$ cat config.mk
export PLATFORM = sky130hd
export DESIGN_NAME = duo_serial_port
export DESIGN_NICKNAME = d
export VERILOG_FILES = /design/src/rtl/dsp_pkg.sv /design/src/rtl/dsp_tick_gen.sv /design/src/rtl/dsp_sync_shift.sv /design/src/rtl/dsp_async_tx.sv /design/src/rtl/dsp_async_rx.sv /design/src/rtl/duo_serial_port.sv
export SDC_FILE = /design/constraint.sdc
export NUM_CORES = 1
export LEC_CHECK = 0
export BUFFER_PORTS_ARGS = -buffer_cell sky130_fd_sc_hd__clkbuf_2
export CAP_MARGIN = 25
export CORE_ASPECT_RATIO = 1.25
export CORE_UTILIZATION = 43
export DETAILED_ROUTE_END_ITERATION = 7
export REMOVE_ABC_BUFFERS = 1
export SLEW_MARGIN = 10
export SYNTH_ARGS = -nofsm -noshare
export SYNTH_HDL_FRONTEND = slang
export SYNTH_SLANG_ARGS = --single-unit
$ cat constraint.sdc
create_clock -name clk -period 2.2 [get_ports clk]
set_clock_uncertainty 0.05 [all_clocks]
set_input_delay 0.44 -clock clk [delete_from_list [all_inputs] [get_ports clk]]
set_output_delay 0.44 -clock clk [all_outputs]
set_load 0.01 [all_outputs]
$ cat src/rtl/dsp_pkg.sv
`timescale 1ns/1ps
package dsp_pkg;
  localparam int DATA_W = 8;
  localparam int OVS    = 16;

  typedef enum logic [1:0] {
    MODE_SYNC_MST = 2'd0,
    MODE_SYNC_SLV = 2'd1,
    MODE_ASYNC7   = 2'd2,
    MODE_ASYNC8   = 2'd3
  } mode_e;

  // even parity = XOR of the data bits in use; odd = its complement
  function automatic logic frame_parity(input logic [DATA_W-1:0] d,
                                        input logic wide, input logic odd);
    logic [DATA_W-1:0] m;
    m = d;
    if (!wide) m[DATA_W-1] = 1'b0;
    return (^m) ^ odd;
  endfunction
endpackage

$ cat src/rtl/dsp_tick_gen.sv
`timescale 1ns/1ps
module dsp_tick_gen #(
  parameter int DIV_W = 8,
  parameter int SEL_W = 2
) (
  input  logic             clk,
  input  logic             rst_n,
  input  logic             run,
  input  logic [DIV_W-1:0] div_val,
  input  logic [SEL_W-1:0] clk_sel,
  output logic             tick
);
  localparam int CNT_W = DIV_W + (1 << SEL_W);

  logic [CNT_W-1:0] lim, cnt;

  assign lim = (CNT_W'(div_val) + CNT_W'(1)) << clk_sel;

  always_ff @(posedge clk or negedge rst_n) begin
    if (!rst_n) begin
      cnt  <= '0;
      tick <= 1'b0;
    end else if (!run) begin
      cnt  <= '0;
      tick <= 1'b0;
    end else if (cnt >= lim - CNT_W'(1)) begin
      cnt  <= '0;
      tick <= 1'b1;
    end else begin
      cnt  <= cnt + CNT_W'(1);
      tick <= 1'b0;
    end
  end
endmodule

$ cat src/rtl/dsp_sync_shift.sv
`timescale 1ns/1ps
module dsp_sync_shift
  import dsp_pkg::*;
(
  input  logic              clk,
  input  logic              rst_n,
  input  logic              en,
  input  logic              slave,
  input  logic              tick,
  input  logic              sdi,
  input  logic              sclk_i,
  input  logic              ld_valid,
  input  logic [DATA_W-1:0] ld_data,
  output logic              ld_ready,
  output logic              sdo,
  output logic              sclk_o,
  output logic              sclk_oe,
  output logic              rdy_n,
  output logic              rx_pulse,
  output logic [DATA_W-1:0] rx_byte
);
  localparam int CW = $clog2(DATA_W + 1);

  logic [2:0]        sclk_s;
  logic [1:0]        sdi_s;
  logic              busy, loaded, sclk_q;
  logic [CW-1:0]     cnt;
  logic [DATA_W-1:0] txsh, rxsh;
  logic              rise_ev, fall_ev, smp, s_rise, s_fall, load;

  always_ff @(posedge clk or negedge rst_n) begin
    if (!rst_n) begin
      sclk_s <= '1;
      sdi_s  <= '1;
    end else begin
      sclk_s <= {sclk_s[1:0], sclk_i};
      sdi_s  <= {sdi_s[0], sdi};
    end
  end

  assign s_rise = sclk_s[1] & ~sclk_s[2];
  assign s_fall = ~sclk_s[1] & sclk_s[2];

  always_comb begin
    if (slave) begin
      rise_ev = s_rise && busy;
      fall_ev = s_fall && (busy || loaded);
      smp     = sdi_s[1];
    end else begin
      rise_ev = busy && tick && !sclk_q;
      fall_ev = busy && tick && sclk_q;
      smp     = sdi;
    end
  end

  assign ld_ready = en && !busy && !loaded;
  assign load     = ld_valid && ld_ready;

  always_ff @(posedge clk or negedge rst_n) begin
    if (!rst_n) begin
      busy     <= 1'b0;
      loaded   <= 1'b0;
      sclk_q   <= 1'b1;
      cnt      <= '0;
      txsh     <= '1;
      rxsh     <= '0;
      rx_pulse <= 1'b0;
    end else begin
      rx_pulse <= 1'b0;
      if (!en) begin
        busy   <= 1'b0;
        loaded <= 1'b0;
        sclk_q <= 1'b1;
        cnt    <= '0;
        txsh   <= '1;
      end else begin
        if (load) begin
          txsh   <= ld_data;
          cnt    <= '0;
          sclk_q <= 1'b1;
          if (slave) loaded <= 1'b1;
          else       busy   <= 1'b1;
        end
        if (fall_ev) begin
          if (!slave) sclk_q <= 1'b0;
          if (loaded) begin
            loaded <= 1'b0;
            busy   <= 1'b1;
          end
          if (cnt != '0) txsh <= {1'b1, txsh[DATA_W-1:1]};
        end
        if (rise_ev) begin
          if (!slave) sclk_q <= 1'b1;
          rxsh <= {smp, rxsh[DATA_W-1:1]};
          if (cnt == CW'(DATA_W - 1)) begin
            busy     <= 1'b0;
            cnt      <= '0;
            rx_pulse <= 1'b1;
            txsh     <= '1;
          end else begin
            cnt <= cnt + CW'(1);
          end
        end
      end
    end
  end

  assign sdo     = txsh[0];
  assign sclk_o  = sclk_q;
  assign sclk_oe = en && !slave;
  assign rdy_n   = !(en && slave && loaded);
  assign rx_byte = rxsh;

  p_cnt_bound_r3: assert property (@(posedge clk) disable iff (!rst_n)
    cnt <= CW'(DATA_W - 1));
  p_done_after_rise_r3: assert property (@(posedge clk) disable iff (!rst_n)
    rx_pulse |-> $past(rise_ev));
  p_idle_clock_high_r2: assert property (@(posedge clk) disable iff (!rst_n)
    (en && !slave && !busy) |-> sclk_o);
  p_rdy_drop_on_edge_r5: assert property (@(posedge clk) disable iff (!rst_n)
    (en && slave && !rdy_n && fall_ev) |=> rdy_n);
endmodule

$ cat src/rtl/dsp_async_tx.sv
`timescale 1ns/1ps
module dsp_async_tx
  import dsp_pkg::*;
(
  input  logic              clk,
  input  logic              rst_n,
  input  logic              en,
  input  logic              tick,
  input  logic              wide,
  input  logic              par_en,
  input  logic              par_odd,
  input  logic              ld_valid,
  input  logic [DATA_W-1:0] ld_data,
  output logic              ld_ready,
  output logic              sdo
);
  localparam int PW = $clog2(DATA_W + 3);
  localparam int FL = 1 << PW;
  localparam int SW = $clog2(OVS);

  logic [FL-1:0] frame, fr;
  logic [PW-1:0] pos, last, flen_m1;
  logic [SW-1:0] sub;
  logic          busy, pbit, load;

  always_comb begin
    int nb;
    nb   = wide ? DATA_W : DATA_W - 1;
    pbit = frame_parity(ld_data, wide, par_odd);
    fr   = '1;
    fr[0] = 1'b0;
    for (int k = 0; k < DATA_W; k++)
      if (k < nb) fr[k+1] = ld_data[k];
    for (int k = 1; k < FL; k++)
      if (par_en && k == nb + 1) fr[k] = pbit;
    flen_m1 = PW'(nb + 1) + PW'(par_en);
  end

  assign ld_ready = en && !busy;
  assign load     = ld_valid && ld_ready;

  always_ff @(posedge clk or negedge rst_n) begin
    if (!rst_n) begin
      busy  <= 1'b0;
      frame <= '1;
      pos   <= '0;
      last  <= '0;
      sub   <= '0;
    end else if (!en) begin
      busy <= 1'b0;
    end else if (load) begin
      busy  <= 1'b1;
      frame <= fr;
      last  <= flen_m1;
      pos   <= '0;
      sub   <= '0;
    end else if (busy && tick) begin
      if (sub == SW'(OVS - 1)) begin
        sub <= '0;
        if (pos == last) busy <= 1'b0;
        else             pos  <= pos + PW'(1);
      end else begin
        sub <= sub + SW'(1);
      end
    end
  end

  assign sdo = busy ? frame[pos] : 1'b1;

  p_start_low_r6: assert property (@(posedge clk) disable iff (!rst_n)
    (busy && pos == '0) |-> !sdo);
  p_stop_high_r6: assert property (@(posedge clk) disable iff (!rst_n)
    (busy && pos == last) |-> sdo);
endmodule

$ cat src/rtl/dsp_async_rx.sv
`timescale 1ns/1ps
module dsp_async_rx
  import dsp_pkg::*;
(
  input  logic              clk,
  input  logic              rst_n,
  input  logic              en,
  input  logic              tick,
  input  logic              wide,
  input  logic              par_en,
  input  logic              par_odd,
  input  logic              sdi,
  output logic              out_pulse,
  output logic [DATA_W-1:0] out_byte,
  output logic              perr_pulse,
  output logic              ferr_pulse
);
  localparam int SW = $clog2(OVS);
  localparam int IW = $clog2(DATA_W + 2);

  typedef enum logic [1:0] {RX_IDLE, RX_START, RX_BITS} rx_st_e;

  rx_st_e            st;
  logic [1:0]        sdi_s;
  logic              rxs, pbit;
  logic [SW-1:0]     sub;
  logic [IW-1:0]     idx, nb, last;
  logic [DATA_W-1:0] data;

  assign rxs  = sdi_s[1];
  assign nb   = wide ? IW'(DATA_W) : IW'(DATA_W - 1);
  assign last = nb + IW'(par_en);

  always_ff @(posedge clk or negedge rst_n) begin
    if (!rst_n) sdi_s <= '1;
    else        sdi_s <= {sdi_s[0], sdi};
  end

  always_ff @(posedge clk or negedge rst_n) begin
    if (!rst_n) begin
      st         <= RX_IDLE;
      sub        <= '0;
      idx        <= '0;
      data       <= '0;
      pbit       <= 1'b0;
      out_pulse  <= 1'b0;
      perr_pulse <= 1'b0;
      ferr_pulse <= 1'b0;
    end else begin
      out_pulse  <= 1'b0;
      perr_pulse <= 1'b0;
      ferr_pulse <= 1'b0;
      if (!en) begin
        st <= RX_IDLE;
      end else if (tick) begin
        case (st)
          RX_IDLE: if (!rxs) begin
            st   <= RX_START;
            sub  <= '0;
            idx  <= '0;
            data <= '0;
          end
          RX_START: if (sub == SW'(OVS/2 - 1)) begin
            sub <= '0;
            st  <= rxs ? RX_IDLE : RX_BITS;
          end else begin
            sub <= sub + SW'(1);
          end
          RX_BITS: if (sub == SW'(OVS - 1)) begin
            sub <= '0;
            if (idx < nb) data[idx[IW-2:0]] <= rxs;
            else if (par_en && idx == nb) pbit <= rxs;
            if (idx == last) begin
              st         <= RX_IDLE;
              out_pulse  <= 1'b1;
              perr_pulse <= par_en && (pbit != frame_parity(data, wide, par_odd));
              ferr_pulse <= !rxs;
            end else begin
              idx <= idx + IW'(1);
            end
          end else begin
            sub <= sub + SW'(1);
          end
          default: st <= RX_IDLE;
        endcase
      end
    end
  end

  assign out_byte = data;

  p_err_with_frame_r9: assert property (@(posedge clk) disable iff (!rst_n)
    (perr_pulse || ferr_pulse) |-> out_pulse);
  p_narrow_top_zero_r8: assert property (@(posedge clk) disable iff (!rst_n)
    (out_pulse && !wide) |-> !out_byte[DATA_W-1]);
endmodule

$ cat src/rtl/duo_serial_port.sv
`timescale 1ns/1ps
module duo_serial_port
  import dsp_pkg::*;
#(
  parameter int DIV_W = 8,
  parameter int SEL_W = 2
) (
  input  logic              clk,
  input  logic              rst_n,
  input  logic              en,
  input  logic [1:0]        mode,
  input  logic [SEL_W-1:0]  clk_sel,
  input  logic [DIV_W-1:0]  div_val,
  input  logic              par_en,
  input  logic              par_odd,
  input  logic              flag_clr,
  input  logic [DATA_W-1:0] tx_data,
  input  logic              tx_valid,
  output logic              tx_ready,
  output logic [DATA_W-1:0] rx_data,
  output logic              rx_valid,
  input  logic              rx_ready,
  input  logic              sdi,
  output logic              sdo,
  input  logic              sclk_i,
  output logic              sclk_o,
  output logic              sclk_oe,
  output logic              rdy_n,
  output logic              done_flag,
  output logic              perr_flag,
  output logic              ferr_flag
);
  mode_e             m;
  logic              sync_mode, tick;
  logic              s_ready, s_sdo, s_pulse;
  logic [DATA_W-1:0] s_byte;
  logic              a_ready, a_sdo, a_pulse, a_perr, a_ferr;
  logic [DATA_W-1:0] a_byte;
  logic              push;
  logic [DATA_W-1:0] push_byte;

  assign m         = mode_e'(mode);
  assign sync_mode = (m == MODE_SYNC_MST) || (m == MODE_SYNC_SLV);

  dsp_tick_gen #(.DIV_W(DIV_W), .SEL_W(SEL_W)) tick_i (
    .clk(clk), .rst_n(rst_n), .run(en && m != MODE_SYNC_SLV),
    .div_val(div_val), .clk_sel(clk_sel), .tick(tick));

  dsp_sync_shift sync_i (
    .clk(clk), .rst_n(rst_n), .en(en && sync_mode), .slave(m == MODE_SYNC_SLV),
    .tick(tick), .sdi(sdi), .sclk_i(sclk_i),
    .ld_valid(tx_valid && sync_mode), .ld_data(tx_data), .ld_ready(s_ready),
    .sdo(s_sdo), .sclk_o(sclk_o), .sclk_oe(sclk_oe), .rdy_n(rdy_n),
    .rx_pulse(s_pulse), .rx_byte(s_byte));

  dsp_async_tx atx_i (
    .clk(clk), .rst_n(rst_n), .en(en && !sync_mode), .tick(tick),
    .wide(m == MODE_ASYNC8), .par_en(par_en), .par_odd(par_odd),
    .ld_valid(tx_valid && !sync_mode), .ld_data(tx_data), .ld_ready(a_ready),
    .sdo(a_sdo));

  dsp_async_rx arx_i (
    .clk(clk), .rst_n(rst_n), .en(en && !sync_mode), .tick(tick),
    .wide(m == MODE_ASYNC8), .par_en(par_en), .par_odd(par_odd), .sdi(sdi),
    .out_pulse(a_pulse), .out_byte(a_byte), .perr_pulse(a_perr), .ferr_pulse(a_ferr));

  assign tx_ready  = sync_mode ? s_ready : a_ready;
  assign sdo       = sync_mode ? s_sdo : a_sdo;
  assign push      = sync_mode ? s_pulse : a_pulse;
  assign push_byte = sync_mode ? s_byte : a_byte;

  always_ff @(posedge clk or negedge rst_n) begin
    if (!rst_n) begin
      rx_valid <= 1'b0;
      rx_data  <= '0;
    end else if (push && (!rx_valid || rx_ready)) begin
      rx_valid <= 1'b1;
      rx_data  <= push_byte;
    end else if (rx_ready) begin
      rx_valid <= 1'b0;
    end
  end

  always_ff @(posedge clk or negedge rst_n) begin
    if (!rst_n) begin
      done_flag <= 1'b0;
      perr_flag <= 1'b0;
      ferr_flag <= 1'b0;
    end else begin
      if (s_pulse && sync_mode) done_flag <= 1'b1;
      else if (flag_clr)        done_flag <= 1'b0;
      if (a_perr && !sync_mode) perr_flag <= 1'b1;
      else if (flag_clr)        perr_flag <= 1'b0;
      if (a_ferr && !sync_mode) ferr_flag <= 1'b1;
      else if (flag_clr)        ferr_flag <= 1'b0;
    end
  end

  p_rx_hold_r10: assert property (@(posedge clk) disable iff (!rst_n)
    (rx_valid && !rx_ready) |=> (rx_valid && $stable(rx_data)));
  p_perr_sticky_r9: assert property (@(posedge clk) disable iff (!rst_n)
    (perr_flag && !flag_clr) |=> perr_flag);
  p_ferr_sticky_r9: assert property (@(posedge clk) disable iff (!rst_n)
    (ferr_flag && !flag_clr) |=> ferr_flag);
  p_oe_master_only_r4: assert property (@(posedge clk) disable iff (!rst_n)
    sclk_oe |-> (m == MODE_SYNC_MST));
endmodule

==> metrics.yaml <==
die:
  pin_count: 47
  die_w_um: 110
  num_rows: 49
  die_area_mm2: 0.0151
  core_mm2: 0.0143
  start_util_pct: 43.9
  die_height_um: 137
clock_tree:
  cts_sinks: 98
  cts.clk_slew.worst_paths_ns: 0.07
  cts_tree: "yes"
  cts_buffer_depth: 2
  cts_made_buffers: 9
  htreeDepth: 3
  root_buffer: "clkbuf_16"
  clk_latency_ns: 0.34
yosys:
  yosysSeqAreaShare_pct: 39.6
  syn_inst: 680
  synthFlopType: "dfrtp_1"
  ys_seq_elements: 98
  async_reset_ff_share_pct: 100
  synth_edf_count: 0
  synthDistinctLibCells: 65
  yosysWarnings: 0
  syn_area_mm2: 0.00627
  avgSynthCellArea_um2: 9.22
route:
  route.detailed.drc: 0
  vias: 5460
  wl_per_cell_um: 15.9
  first_iter_violations: 262
  ant_nets: 0
  firstDrtPassIters: 6
  routed_wirelength_mm: 15.8
  vias_per_cell: 5.49
placement:
  port_buffers: 46
  dp_slack_ns: -1.76
  place_congestion: 0.837
  dp_hpwl_mm: 11.2
timing:
  max-slew-margin-rel_pct: 30.5
  setup_viol: 14
  slew_viol_final: 0
  fmax_mhz: 301
  finalCritPeriodShare_pct: 151
  grt_setup_unrepaired: "yes"
  worst_slew_pin_slew_ns: 1.04
  fin_ws_ns: -1.13
  fin_crit_ns: 3.33
  hold_viol: 0
outcome:
  failed_checks: "setup timing"
  outcome: "finished, violations left"
layout:
  diodes: 0
  final_common_cell: "nand2_1"
  final_util_pct: 57.5
  nets: 875
  syn2layout_area_growth_pct: 30.9
  layout-drive-gt1-share_pct: 32.9
  layout_common_cells: "nand2_1, buf_4, dfrtp_1, nor2_1, clkbuf_2"
power_and_ir_drop:
  power_leakage_uw: 0.00366
  p_per_area_mw_per_mm2: 518
  peakVddDrop_uv: 534
global_route:
  antenna_found_initial: 0
  grt_pass1_wl_mm: 25.3
  grt_max_degree: 58
  grt_usage_pct: 21.5
  first_global_vias: 5514
  grt_overflow: 0
critical_path:
  worst_ep_required_time_ns: 2.38
  crit_path_end_kind: "flop"
  cp_max_fo: 8
  critPathArrivalTime_ns: 3.51
  worstSetupPathType: "primary input to flop"
  cp-start-kind: "primary input"
run:
  cap_violations: 0
hold_path:
  hp-class: "primary input to flop"
## timing repair
item / 4_1_cts / 5_1_grt
hold buffers: 1 / 0
setup buffers: 7 / 10
pin swaps: 29 / 29
endpoints found under the hold margin: 7 / 0
gates cloned: 2 / 0
endpoints found under the setup margin: 17 / 28
gates resized for setup: 83 / 29
## synthesized netlist by cell type, types with 3 or more instances
| library cell | instances | area, µm² |
|---|---|---|
| xnor2_1 | 28 | 245 |
| nor2_1 | 58 | 218 |
| mux4_2 | 3 | 67.6 |
| nand4_1 | 4 | 25.0 |
| nor4_1 | 3 | 18.8 |
| nor2b_1 | 7 | 43.8 |
| o311ai_0 | 4 | 35.0 |
| nand2_1 | 101 | 379 |
| a31oi_1 | 5 | 31.3 |
| a21o_1 | 8 | 60.1 |
| nor3_1 | 11 | 55.1 |
| or3_1 | 3 | 18.8 |
| o21ai_0 | 33 | 165 |
| o21ai_1 | 3 | 15.0 |
| and2_1 | 6 | 37.5 |
| a2111oi_0 | 12 | 105 |
| or2_2 | 4 | 25.0 |
| o41ai_1 | 3 | 26.3 |
| mux2_2 | 18 | 203 |
| nor3b_1 | 6 | 45.0 |
| ha_1 | 33 | 413 |
| dfstp_2 | 24 | 631 |
| xor2_1 | 17 | 149 |
| inv_1 | 29 | 109 |
| nand3_1 | 24 | 120 |
| nand2b_1 | 8 | 50.1 |
| nand3b_1 | 3 | 22.5 |
| a211oi_1 | 5 | 37.5 |
| o211ai_1 | 3 | 22.5 |
| dfrtp_1 | 74 | 1850 |
| buf_2 | 12 | 60.1 |
| o31ai_1 | 3 | 22.5 |
| and3_1 | 12 | 75.1 |
| clkbuf_1 | 16 | 60.1 |
| a21oi_1 | 25 | 125 |
| mux2i_1 | 30 | 300 |
| o22ai_1 | 4 | 25.0 |
| o21a_1 | 7 | 52.6 |
## worst paths after layout
kind,start,end,slack [ns],cells after the start
worst min-delay path,sclk_i,sync_i.sclk_s[0],0.12,1
worst max register to register,tick_i.cnt[0],tick_i.cnt[3],-0.14,10
min in group asynchronous,rst_n,atx_i.pos[3],0.46,2
worst min register to register,sync_i.sdi_s[0],arx_i.sdi_s[1],0.31,0
worst max-delay path,div_val[0],tick_i.cnt[3],-1.13,18
max in group asynchronous,rst_n,atx_i.frame[6],0.99,3
## final cells by class
| type | instances | area, µm² |
|---|---|---|
| well taps | 178 | 223 |
| clock inverters | 4 | 28.8 |
| flip-flops and latches | 98 | 2480 |
| repair buffers | 150 | 1100 |
| inverters | 29 | 109 |
| fillers | 1237 | 6080 |
| clock buffers | 12 | 246 |
| multi-input cells | 524 | 4020 |
## critical path, stage by stage
cell and delay, ns:
buf_8 0.10, buf_8 0.12, buf_4 0.14, nor2_2 0.10, nand2_1 0.10, ha_2 0.20, a21boi_4 0.15, o311ai_4 0.08
nor2_1 0.07, mux4_2 0.47, a21o_1 0.20, ha_4 0.22, a21o_1 0.18, a21oi_2 0.13, o21a_1 0.17, o21ai_2 0.09
buf_6 0.17, a2111oi_4 0.36
## stage by stage
stage          TNS [ns]  hold WS (ns)  cell area, µm²  instances  total power, µW
6_report         -13.88         0.124            8210        995             4250
5_1_grt          -15.18         0.109            8210        995             4440
4_1_cts          -13.95         0.110            8040        985             4250
3_5_place_dp     -24.53         0.276            7250        959             2680
3_3_place_gp     -22.25         0.269            7250        959             2660
2_1_floorplan    -18.97        0.0944            6130        650             2350
## cells by family (layout without fill, tap and decap cells)
logic type	after synthesis	in the layout	synth area share, %
muxes	52	52	9.28
adders and majority gates	33	33	6.59
DFF	98	98	39.6
AOI/OAI and AO/OA	134	135	14.8
and+or+nand+nor	259	259	19.6
xor gates and xnor gates	45	45	6.29
buffers and inverters	59	195	3.89
## power breakdown
part	internal [µW]	switching (µW)
logic	388	435
registers	1900	56.6
clock network	798	666
## registers in the layout, summed over array words and instances, names as in the netlist, 2 cells and up
| signal | flops |
|---|---|
| arx_i.sub | 4 |
| atx_i.frame | 10 |
| tick_i.cnt | 12 |
| atx_i.pos | 4 |
| arx_i.st | 2 |
| sync_i.cnt | 4 |
| atx_i.sub | 4 |
| rx_data | 8 |
| arx_i.idx | 4 |
| sync_i.txsh | 8 |
| atx_i.last | 3 |
| sync_i.sclk_s | 3 |
| arx_i.out_byte | 8 |
| sync_i.rx_byte | 8 |
## layer usage
metal | wire [µm] | share of wire [%] | global-route usage, % | vias up
met1 | 6500 | 41 | 24.7 | 2656
met2 | 8340 | 53 | 38.9 | 104
met3 | 452 | 2.9 | 3.05 | 36
met4 | 487 | 3.1 | 9.78 | 0
met5 | 0 | 0 | 0 | -
li1 | - | - | - | 2664
Note: power is estimated with default switching activity, not from simulation.
